===== config.mk =====
export PLATFORM = sky130hd
export DESIGN_NAME = unit_pool_alloc
export DESIGN_NICKNAME = d
export VERILOG_FILES = /design/src/rtl/upa_pkg.sv /design/src/rtl/upa_rst_sync.sv /design/src/rtl/upa_span_mask.sv /design/src/rtl/upa_bitmap.sv /design/src/rtl/upa_hole_scan.sv /design/src/rtl/unit_pool_alloc.sv
export SDC_FILE = /design/constraint.sdc
export NUM_CORES = 1
export LEC_CHECK = 0
export BUFFER_PORTS_ARGS = -buffer_cell sky130_fd_sc_hd__buf_2
export CAP_MARGIN = 40
export CORE_UTILIZATION = 60
export CTS_CLUSTER_SIZE = 12
export DETAILED_ROUTE_END_ITERATION = 8
export PLACE_DENSITY = 0.77
export SYNTH_ARGS = -nofsm -noshare
export SYNTH_HDL_FRONTEND = slang
export SYNTH_SLANG_ARGS = --single-unit

===== constraint.sdc =====
create_clock -name clk -period 9.2 [get_ports clk]
set_input_delay 1.38 -clock clk [delete_from_list [all_inputs] [get_ports clk]]
set_output_delay 1.38 -clock clk [all_outputs]
set_load 0.03 [all_outputs]

===== src/rtl/upa_pkg.sv =====
package upa_pkg;

  typedef enum logic [1:0] {
    POL_LOWEST  = 2'd0,
    POL_ROTATE  = 2'd1,
    POL_TIGHT   = 2'd2,
    POL_SPARE   = 2'd3
  } pol_e;

  typedef enum logic {
    OP_ALLOC   = 1'b0,
    OP_RELEASE = 1'b1
  } op_e;

  typedef enum logic [1:0] {
    ST_IDLE  = 2'd0,
    ST_CHECK = 2'd1,
    ST_SCAN  = 2'd2,
    ST_RESP  = 2'd3
  } fsm_e;

endpackage


===== src/rtl/upa_rst_sync.sv =====
module upa_rst_sync (
  input  logic clk,
  input  logic rst_ni,
  output logic rst_no
);

  logic [1:0] sync_q;

  always_ff @(posedge clk or negedge rst_ni) begin
    if (!rst_ni) begin
      sync_q <= 2'b00;
    end else begin
      sync_q <= {sync_q[0], 1'b1};
    end
  end

  assign rst_no = sync_q[1];

endmodule


===== src/rtl/upa_span_mask.sv =====
module upa_span_mask #(
  parameter int UNITS = 64,
  localparam int IDX_W = $clog2(UNITS),
  localparam int LEN_W = $clog2(UNITS + 1),
  localparam int SUM_W = LEN_W + 1
) (
  input  logic [IDX_W-1:0] base_i,
  input  logic [LEN_W-1:0] len_i,
  output logic [UNITS-1:0] mask_o
);

  logic [SUM_W-1:0] lo;
  logic [SUM_W-1:0] hi;

  assign lo = SUM_W'(base_i);
  assign hi = SUM_W'(base_i) + SUM_W'(len_i);

  for (genvar gi = 0; gi < UNITS; gi++) begin : g_bit
    localparam logic [SUM_W-1:0] POS = SUM_W'(gi);
    assign mask_o[gi] = (POS >= lo) && (POS < hi);
  end

endmodule


===== src/rtl/upa_bitmap.sv =====
module upa_bitmap #(
  parameter int UNITS = 64
) (
  input  logic             clk,
  input  logic             rst_n,
  input  logic             set_i,
  input  logic             clr_i,
  input  logic [UNITS-1:0] mask_i,
  output logic [UNITS-1:0] map_o
);

  logic [UNITS-1:0] map_q;
  logic [UNITS-1:0] map_d;
  logic             map_en;

  always_comb begin
    map_en = set_i || clr_i;
    map_d  = map_q;
    if (set_i) begin
      map_d = map_q | mask_i;
    end else if (clr_i) begin
      map_d = map_q & ~mask_i;
    end
  end

  always_ff @(posedge clk or negedge rst_n) begin
    if (!rst_n) begin
      map_q <= '0;
    end else if (map_en) begin
      map_q <= map_d;
    end
  end

  assign map_o = map_q;

endmodule


===== src/rtl/upa_hole_scan.sv =====
module upa_hole_scan
  import upa_pkg::*;
#(
  parameter int UNITS = 64,
  localparam int IDX_W = $clog2(UNITS),
  localparam int LEN_W = $clog2(UNITS + 1)
) (
  input  logic             clk,
  input  logic             rst_n,
  input  logic             start_i,
  input  pol_e             pol_i,
  input  logic [LEN_W-1:0] len_i,
  input  logic [IDX_W-1:0] ptr_i,
  input  logic [UNITS-1:0] map_i,
  output logic             fin_o,
  output logic             fin_ok_o,
  output logic [IDX_W-1:0] fin_start_o
);

  localparam logic [IDX_W-1:0] LAST_POS = IDX_W'(UNITS - 1);

  logic             busy_q,      busy_d;
  logic             last_q,      last_d;
  pol_e             pol_q,       pol_d;
  logic [LEN_W-1:0] len_q,       len_d;
  logic [IDX_W-1:0] pos_q,       pos_d;
  logic [LEN_W-1:0] run_len_q,   run_len_d;
  logic [IDX_W-1:0] run_start_q, run_start_d;
  logic             best_vld_q,  best_vld_d;
  logic [LEN_W-1:0] best_len_q,  best_len_d;
  logic [IDX_W-1:0] best_st_q,   best_st_d;
  logic             state_en;

  logic             unit_free;
  logic [LEN_W-1:0] ext_len;
  logic [IDX_W-1:0] ext_start;
  logic             at_end;
  logic             tight;
  logic             hit_lin;
  logic             closes;
  logic [LEN_W-1:0] hole_len;
  logic [IDX_W-1:0] hole_start;
  logic             cand;

  // Per-unit run tracking
  always_comb begin
    unit_free  = ~map_i[pos_q];
    ext_len    = unit_free ? (run_len_q + 1'b1) : '0;
    ext_start  = (unit_free && (run_len_q == '0)) ? pos_q : run_start_q;
    at_end     = (pos_q == LAST_POS);
    tight      = (pol_q == POL_TIGHT);
    hit_lin    = !tight && unit_free && (ext_len == len_q);
    closes     = !unit_free || at_end;
    hole_len   = unit_free ? ext_len : run_len_q;
    hole_start = unit_free ? ext_start : run_start_q;
    cand       = tight && closes && (hole_len >= len_q)
                 && (!best_vld_q || (hole_len < best_len_q));
  end

  // Completion outputs
  always_comb begin
    fin_o       = busy_q && (hit_lin || (at_end && (tight || last_q)));
    fin_ok_o    = tight ? (best_vld_q || cand) : hit_lin;
    fin_start_o = tight ? (cand ? hole_start : best_st_q) : ext_start;
  end

  // Next-state
  always_comb begin
    busy_d      = busy_q;
    last_d      = last_q;
    pol_d       = pol_q;
    len_d       = len_q;
    pos_d       = pos_q;
    run_len_d   = run_len_q;
    run_start_d = run_start_q;
    best_vld_d  = best_vld_q;
    best_len_d  = best_len_q;
    best_st_d   = best_st_q;
    state_en    = 1'b0;
    if (start_i) begin
      state_en    = 1'b1;
      busy_d      = 1'b1;
      pol_d       = pol_i;
      len_d       = len_i;
      pos_d       = (pol_i == POL_ROTATE) ? ptr_i : '0;
      last_d      = (pol_i != POL_ROTATE) || (ptr_i == '0);
      run_len_d   = '0;
      run_start_d = '0;
      best_vld_d  = 1'b0;
      best_len_d  = '0;
      best_st_d   = '0;
    end else if (busy_q) begin
      state_en = 1'b1;
      if (fin_o) begin
        busy_d = 1'b0;
      end else if (at_end) begin
        // rotating policy: second pass from unit 0, run broken at wrap
        pos_d     = '0;
        last_d    = 1'b1;
        run_len_d = '0;
      end else begin
        pos_d       = pos_q + 1'b1;
        run_len_d   = ext_len;
        run_start_d = ext_start;
        if (cand) begin
          best_vld_d = 1'b1;
          best_len_d = hole_len;
          best_st_d  = hole_start;
        end
      end
    end
  end

  always_ff @(posedge clk or negedge rst_n) begin
    if (!rst_n) begin
      busy_q      <= 1'b0;
      last_q      <= 1'b0;
      pol_q       <= POL_LOWEST;
      len_q       <= '0;
      pos_q       <= '0;
      run_len_q   <= '0;
      run_start_q <= '0;
      best_vld_q  <= 1'b0;
      best_len_q  <= '0;
      best_st_q   <= '0;
    end else if (state_en) begin
      busy_q      <= busy_d;
      last_q      <= last_d;
      pol_q       <= pol_d;
      len_q       <= len_d;
      pos_q       <= pos_d;
      run_len_q   <= run_len_d;
      run_start_q <= run_start_d;
      best_vld_q  <= best_vld_d;
      best_len_q  <= best_len_d;
      best_st_q   <= best_st_d;
    end
  end

endmodule


===== src/rtl/unit_pool_alloc.sv =====
module unit_pool_alloc
  import upa_pkg::*;
#(
  parameter int UNITS = 64,
  localparam int IDX_W = $clog2(UNITS),
  localparam int LEN_W = $clog2(UNITS + 1),
  localparam int SUM_W = LEN_W + 1
) (
  input  logic             clk,
  input  logic             rst_n,
  input  logic             req_valid,
  output logic             req_ready,
  input  logic             req_op,
  input  logic [1:0]       req_policy,
  input  logic [IDX_W-1:0] req_start,
  input  logic [LEN_W-1:0] req_len,
  output logic             resp_valid,
  output logic             resp_ok,
  output logic             resp_err,
  output logic [IDX_W-1:0] resp_start
);

  localparam logic [SUM_W-1:0] POOL = SUM_W'(UNITS);

  logic             rst_int_n;
  fsm_e             st_q,    st_d;
  op_e              op_q,    op_d;
  logic [LEN_W-1:0] len_q,   len_d;
  logic [IDX_W-1:0] start_q, start_d;
  logic             ok_q,    ok_d;
  logic             err_q,   err_d;
  logic [IDX_W-1:0] ptr_q,   ptr_d;
  logic             ptr_en;

  logic             accept;
  logic [SUM_W-1:0] req_end;
  logic             req_bad;
  logic             scan_go;
  logic             scan_fin;
  logic             scan_ok;
  logic [IDX_W-1:0] scan_start;
  logic [UNITS-1:0] map;
  logic [UNITS-1:0] span;
  logic             span_used;
  logic             map_set;
  logic             map_clr;
  logic [SUM_W-1:0] run_end;

  upa_rst_sync u_rst (
    .clk    (clk),
    .rst_ni (rst_n),
    .rst_no (rst_int_n)
  );

  upa_span_mask #(.UNITS(UNITS)) u_span (
    .base_i (start_q),
    .len_i  (len_q),
    .mask_o (span)
  );

  upa_bitmap #(.UNITS(UNITS)) u_map (
    .clk    (clk),
    .rst_n  (rst_int_n),
    .set_i  (map_set),
    .clr_i  (map_clr),
    .mask_i (span),
    .map_o  (map)
  );

  upa_hole_scan #(.UNITS(UNITS)) u_scan (
    .clk         (clk),
    .rst_n       (rst_int_n),
    .start_i     (scan_go),
    .pol_i       (pol_e'(req_policy)),
    .len_i       (req_len),
    .ptr_i       (ptr_q),
    .map_i       (map),
    .fin_o       (scan_fin),
    .fin_ok_o    (scan_ok),
    .fin_start_o (scan_start)
  );

  // Request qualification
  always_comb begin
    accept    = req_valid && (st_q == ST_IDLE);
    req_end   = SUM_W'(req_start) + SUM_W'(req_len);
    req_bad   = (req_len == '0) || (SUM_W'(req_len) > POOL)
                || (req_op && (req_end > POOL));
    scan_go   = accept && !req_bad && (req_op == OP_ALLOC);
    span_used = ((map & span) == span);
  end

  // Control next-state
  always_comb begin
    st_d    = st_q;
    op_d    = op_q;
    len_d   = len_q;
    start_d = start_q;
    ok_d    = ok_q;
    err_d   = err_q;
    unique case (st_q)
      ST_IDLE: begin
        if (accept) begin
          op_d    = op_e'(req_op);
          len_d   = req_len;
          start_d = req_start;
          ok_d    = 1'b0;
          err_d   = req_bad;
          if (req_bad) begin
            st_d = ST_RESP;
          end else if (req_op == OP_RELEASE) begin
            st_d = ST_CHECK;
          end else begin
            st_d = ST_SCAN;
          end
        end
      end
      ST_CHECK: begin
        ok_d  = span_used;
        err_d = !span_used;
        st_d  = ST_RESP;
      end
      ST_SCAN: begin
        if (scan_fin) begin
          ok_d    = scan_ok;
          start_d = scan_start;
          st_d    = ST_RESP;
        end
      end
      ST_RESP: begin
        st_d = ST_IDLE;
      end
      default: st_d = ST_IDLE;
    endcase
  end

  // Commit on the response cycle
  always_comb begin
    map_set = (st_q == ST_RESP) && ok_q && (op_q == OP_ALLOC);
    map_clr = (st_q == ST_RESP) && ok_q && (op_q == OP_RELEASE);
    ptr_en  = map_set;
    run_end = SUM_W'(start_q) + SUM_W'(len_q);
    ptr_d   = (run_end >= POOL) ? '0 : IDX_W'(run_end);
  end

  always_ff @(posedge clk or negedge rst_int_n) begin
    if (!rst_int_n) begin
      st_q    <= ST_IDLE;
      op_q    <= OP_ALLOC;
      len_q   <= '0;
      start_q <= '0;
      ok_q    <= 1'b0;
      err_q   <= 1'b0;
    end else begin
      st_q    <= st_d;
      op_q    <= op_d;
      len_q   <= len_d;
      start_q <= start_d;
      ok_q    <= ok_d;
      err_q   <= err_d;
    end
  end

  always_ff @(posedge clk or negedge rst_int_n) begin
    if (!rst_int_n) begin
      ptr_q <= '0;
    end else if (ptr_en) begin
      ptr_q <= ptr_d;
    end
  end

  assign req_ready  = (st_q == ST_IDLE);
  assign resp_valid = (st_q == ST_RESP);
  assign resp_ok    = ok_q;
  assign resp_err   = err_q;
  assign resp_start = ok_q ? start_q : '0;

endmodule


### Word level (Yosys, flattened, before mapping)

Cells that the tools add are included.

| storage, ports and cells | value |
|---|---|
| register bits after elaboration | 134 |
| input bits | 19 |

| operators by class | value |
|---|---|
| reduce and logical (&&, ||, !) cells | 114 |
| magnitude comparators | 134 |
| add/subtract/negate cells | 4 |
| bitwise gates (word level) | 7 |
| equality and inequality tests | 13 |
| muxes and demuxes | 62 |

Operator list:

| operator | number |
|---|---|
| 6-bit by 8-bit < comparator with 1-bit output (first input constant) | 32 |
| 6-bit >= comparator (first input constant) | 32 |
| 64-bit bitwise AND | 2 |
| 5-bit by 8-bit < comparator with 1-bit output (first input constant) | 16 |
| 64-bit two-way mux | 2 |
| 6-bit two-way mux | 21 |
| 5-bit by 6-bit >= comparator with 1-bit output (first input constant) | 16 |
| 1-bit logical AND | 79 |
| 7-bit two-way mux | 11 |
| 64-bit == test | 1 |
| 4-bit by 8-bit < comparator with 1-bit output (first input constant) | 8 |
| 64-bit NOT | 1 |
| 64-bit OR | 1 |
| 4-bit by 6-bit >= comparator with 1-bit output (first input constant) | 8 |
| 3-bit by 8-bit < comparator with 1-bit output (first input constant) | 4 |
| 3-bit by 6-bit >= comparator with 1-bit output (first input constant) | 4 |
| 1-bit two-way mux | 19 |
| 6-bit by 7-bit adder with 8-bit output | 2 |
| 1-bit by 8-bit < comparator with 1-bit output (first input constant) | 2 |
| 2-bit by 8-bit < comparator with 1-bit output (first input constant) | 2 |
| 7-bit logical NOT | 2 |
| 1-bit by 6-bit >= comparator with 1-bit output (first input constant) | 2 |
| 2-bit by 6-bit >= comparator with 1-bit output (first input constant) | 2 |
| 6-bit one-hot mux with 2 select lines | 1 |
| 30 further kinds | 64 |

### Logic depth before layout (Yosys ltp)

| depth | value |
|---|---|
| depth after elaboration | 12 |
| mapped depth | 21 |

### Modules after synthesis

From an unflattened synthesis, not the netlist that was laid out.

| unflattened totals | value |
|---|---|
| cells, all modules | 1099 |
| area, all modules | 9954.5 um^2 |

By module, submodules not included:

| module | area an instance (um^2) | seq. area each (um^2) | cells an instance | instances |
|---|---|---|---|---|
| upa_hole_scan | 3408.3 | 1101.1 | 352 | 1 |
| upa_bitmap | 2583.7 | 1601.5 | 206 | 1 |
| unit_pool_alloc | 2234.6 | 600.6 | 277 | 1 |
| upa_span_mask | 1674.1 | 0.0 | 261 | 1 |
| upa_rst_sync | 53.8 | 50.0 | 3 | 1 |

### Worst setup path after synthesis

No wires, ideal clock.

| timing | value |
|---|---|
| path kind | register to register |
| start point | reg u_scan.pos_q[0] |
| end point | reg u_scan.best_len_q[2] |
| buffers on the path | 3 |
| setup slack | 4.997 ns |
| data required time | 9.068 ns |
| period minus slack after synthesis | 4.203 ns |
| library setup time | 0.132 ns |
| arrival | 4.072 ns |
| stages on the path, launching flop included | 19 |
| path through | dfrtp_1 buf_6 mux4_2 mux4_2 nor2b_2 o2bb2ai_1 buf_2 o21ai_0 ha_1 a211o_1 o2111ai_1 a21oi_1 o21ai_0 nand4_1 nor3_2 clkbuf_1 nor2_1 a21oi_1 nor2_1 |

| on the way | value |
|---|---|
| word-level cells in the longest chain between the ends | 9 |
| elaborated cells on any way between the ends | 28 |
| those cells by class | order compare (2); eq/ne (4); mux (9); bitwise (1); reduce/logical (12) |

Ends and longest elaborated chain:

| element | RTL line | text |
|---|---|---|
| from (decl) | upa_hole_scan.sv:26 | `logic [IDX_W-1:0] pos_q, pos_d;` |
| from (signal assigned) | upa_hole_scan.sv:131 | `pos_q <= pos_d;` |
| 1-bit binary-select mux with 6-bit select | upa_hole_scan.sv:47 | `unit_free = ~map_i[pos_q];` |
| 1-bit two-way mux (implied by the code) | upa_hole_scan.sv:47 |  |
| 7-bit two-way mux / 1-bit NOT (equally long branches) | upa_hole_scan.sv:48, upa_hole_scan.sv:47 |  |
| 7-bit two-way mux (tied with other cells) | upa_hole_scan.sv:54 | `hole_len = unit_free ? ext_len : run_len_q;` |
| 7-bit >= comparator (tied with other cells) | upa_hole_scan.sv:56 | `cand = tight && closes && (hole_len >= len_q)` |
| 1-bit logical AND (tied with other cells) | upa_hole_scan.sv:56 |  |
| 1-bit logical AND (tied with other cells) | upa_hole_scan.sv:57 | `&& (!best_vld_q \|\| (hole_len < best_len_q));` |
| 2-bit nonzero test (no source line) (tied with other cells) | - |  |
| 5-bit AND reduction (no source line) / 7-bit two-way mux (equally long branches) | - |  |
| to (signal assigned) | upa_hole_scan.sv:135 | `best_len_q <= best_len_d;` |
| to (decl) | upa_hole_scan.sv:30 | `logic [LEN_W-1:0] best_len_q, best_len_d;` |

Several ways; a longest one is shown, not always the timed one. The select of a mux whose other input is x is not followed.
A chain may end at the register's enable or synchronous reset.

### Worst setup path after layout

| timing | value |
|---|---|
| start point | reg u_scan.pos_q[0] |
| end point | reg u_scan.best_st_q[3] |

| on the way | value |
|---|---|
| word-level cells in the longest chain between the ends | 12 |
| elaborated cells on any way between the ends | 30 |
| those cells by class | order compare (2); eq/ne (4); mux (11); bitwise (1); reduce/logical (12) |

Ends and longest elaborated chain:

| element | RTL line | text |
|---|---|---|
| 1-bit binary-select mux with 6-bit select | upa_hole_scan.sv:47 |  |
| 1-bit two-way mux (implied by the code) | upa_hole_scan.sv:47 |  |
| 7-bit two-way mux | upa_hole_scan.sv:48 | `ext_len = unit_free ? (run_len_q + 1'b1) : '0;` |
| 7-bit two-way mux | upa_hole_scan.sv:54 |  |
| 7-bit >= comparator / 7-bit < comparator (equally long branches) | upa_hole_scan.sv:56, upa_hole_scan.sv:57 |  |
| 1-bit logical AND / 1-bit logical OR (equally long branches) | upa_hole_scan.sv:56, upa_hole_scan.sv:57 |  |
| 1-bit logical AND | upa_hole_scan.sv:57 |  |
| 6-bit two-way mux | upa_hole_scan.sv:105 | `if (cand) begin` |
| 6-bit two-way mux | upa_hole_scan.sv:96 | `end else if (at_end) begin` |
| 6-bit two-way mux | upa_hole_scan.sv:94 | `if (fin_o) begin` |
| 6-bit two-way mux | upa_hole_scan.sv:92 | `end else if (busy_q) begin` |
| 6-bit two-way mux | upa_hole_scan.sv:80 | `if (start_i) begin` |
| to (signal assigned) | upa_hole_scan.sv:136 | `best_st_q <= best_st_d;` |
| to (decl) | upa_hole_scan.sv:31 | `logic [IDX_W-1:0] best_st_q, best_st_d;` |

Several ways; a longest one is shown, not always the timed one. The select of a mux whose other input is x is not followed.

==> metrics.cfg <==
[clock_tree]
ctsLongestPathBuffers = 2
cts_tree = built
cts_made_buffers = 17
cts.sinks = 134
cts_resized = 0
htree_levels = 4
clk_latency_ps = 430
path_clk_slew_ps = 60
cts_root_buf = clkbuf_16
post_cts_buffers = 0
postCtsHoldBufs = 0

[floorplan]
die_x_um = 127
ios = 29
start_util = 0.617
die_area_mm2 = 0.0162
rows = 45
core_mm2 = 0.0153
die_y_um = 127

[synth]
synthesis.nets = 1153
synth_ff_type = dfrtp_1
synth_edf_count = 0
yosysUniqueCellTypes = 76
synth_async_sr_flop_share = 1.00
netlist_area_mm2 = 0.00942
ys_seq_elements = 134
synth_warnings = 0
avgSynthCellArea_um2 = 8.57
syn_inst = 1099
seq_area_frac_synth = 0.356

[hold_path]
hold_end = u_rst.sync_q[1]
min_path_type = reg2reg
min_from = u_rst.sync_q[0]
worst_hold_path.num_cells = 0

[grt]
gr-total-overflow = 0
antenna_found_initial = 1
grt_pass1_vias = 8960
grt_usage = 0.394
grt_max_degree = 67
grt_pass1_wl_um = 48500

[critical_path]
r2r_cells = 15
path_max_fanout = 22
crit_type = reg2reg
required_ps = 9510
cp-start-kind = register
worst_ep_arrival_time_ps = 5650
cp-end-kind = register
r2r-end = u_scan.best_st_q[3]
timing.rr.start = u_scan.pos_q[0]
reg2reg_slack_ps = 3870

[timing]
period_minus_slack_ps = 5330
finalCritPeriodShare = 0.580
max_freq_mhz = 187
holdWs_ps = 364
worst_pin_slew_ps = 948
setup_tns_ps = 0
finalHoldViolCount = 0
skew_ps = 9.28
finalSetupViolCount = 0
grt_setup_unrepaired = false
slew_viol_final = 0
relSlewSlack = 0.368

[routing]
wl_per_cell_um = 23.0
dr.pass1.iters = 5
vias_per_cell = 6.83
routed_wl_um = 30400
drc = 0
vias = 9053
drtAntennaViolNets = 0
dr.first_iter.drc_count = 1110

[place]
place_area_mm2 = 0.00976
hpwl_um = 21300
gp_congestion = 1.00
port_buffers = 28

[layout]
final_nets = 1154
layout_common_cells = 132 x dfrtp_1, 129 x nand2_1, 126 x o21ai_0
final_common_cell = dfrtp_1
area_delta_synth_final_pct = 10.7
drive_above_1_share = 0.129
fin_area_mm2 = 0.0104
fin_util = 0.683

[flow_run]
maxCapViolCount = 0

[outcome]
outcome = finished clean

==> cell usage after synthesis (12+ instances only) <==
master     count  area share
nor2_1        89       0.035
o21ai_0      126       0.067
inv_1         48       0.019
and3_1        16       0.011
mux2_2        18       0.022
mux4_2        14       0.033
a211oi_1      12      0.0096
dfrtp_1      134        0.36
a22o_1        18       0.017
mux2i_1       25       0.027
o31ai_1       32       0.026
a21o_1        14       0.011
xor2_1        12       0.011
ha_1          33       0.044
nor3_1        17      0.0090
nor4_1        14      0.0093
nand2_1      129       0.051
clkbuf_1      54       0.022
a2111oi_0     14       0.013
a21oi_1       57       0.030
nand3_1       25       0.013
and2_1        13      0.0086
==> worst max-delay path, cell delays in order, from the launching register on <==
cell and delay, ps:
dfrtp_1 320, buf_4 350, mux4_1 600, mux4_2 530, nor2b_2 150, o2bb2ai_1 300, o21ai_0 420, ha_1 300
a211o_1 260, o2111ai_1 100, a21oi_1 80, o21ai_0 240, nand4_1 180, nor3_2 800, nor2_1 270, a22o_1 310
==> metrics by stage <==
step                worst slack, ps  cells
floorplan                      5000   1099
global placement               3840   1286
detailed placement             3920   1292
CTS                            3910   1324
global route                   3480   1325
finish                         3870   1325
==> area by class of cell <==
class | count | area (µm²)
antenna | 1 | 2.50
inverter | 48 | 180
fill | 1198 | 4830
sequential | 134 | 3360
clock inverter | 14 | 221
multi-input combinational | 846 | 5600
timing repair buffer | 53 | 360
tap | 211 | 264
clock buffer | 18 | 439
==> routing by layer <==
layer | track usage | part of all wire | wire length, µm | up-vias
met5 | 0 | 0 | 0 | -
met4 | 0.256 | 0.066 | 1990 | 0
met3 | 0.0984 | 0.097 | 2960 | 162
met2 | 0.611 | 0.45 | 13600 | 555
met1 | 0.491 | 0.39 | 11800 | 4274
li1 | - | - | - | 4062
==> worst max-delay path by stage <==
stage / startpoint / endpoint / slack [ps] / cells past startpoint
after detailed placement: u_scan.pos_q[0] / u_scan.best_st_q[4] / 3920 / 15
after global placement: u_scan.pos_q[1] / u_scan.best_st_q[3] / 3840 / 14
after global routing: u_scan.pos_q[0] / u_scan.best_st_q[3] / 3480 / 15
final: u_scan.pos_q[0] / u_scan.best_st_q[3] / 3870 / 15
after CTS: u_scan.pos_q[0] / u_scan.best_st_q[3] / 3910 / 15
after floorplan: u_scan.pos_q[0] / u_scan.best_len_q[2] / 5000 / 18
==> logic make-up (layout without fill, tap and decap cells) <==
group	after synthesis	count (layout)	synth area share
simple gates	358	358	0.178
fa+ha+maj	35	35	0.0481
buf+inv	119	133	0.0510
flops	134	134	0.356
compound gates	372	372	0.262
xor+xnor	22	22	0.0205
other cells	1	2	0.000398
mux	58	58	0.0843
Power is left out: the tool's default activity adds up to more than one toggle a clock period on the data nets, which glitch-free logic cannot reach.
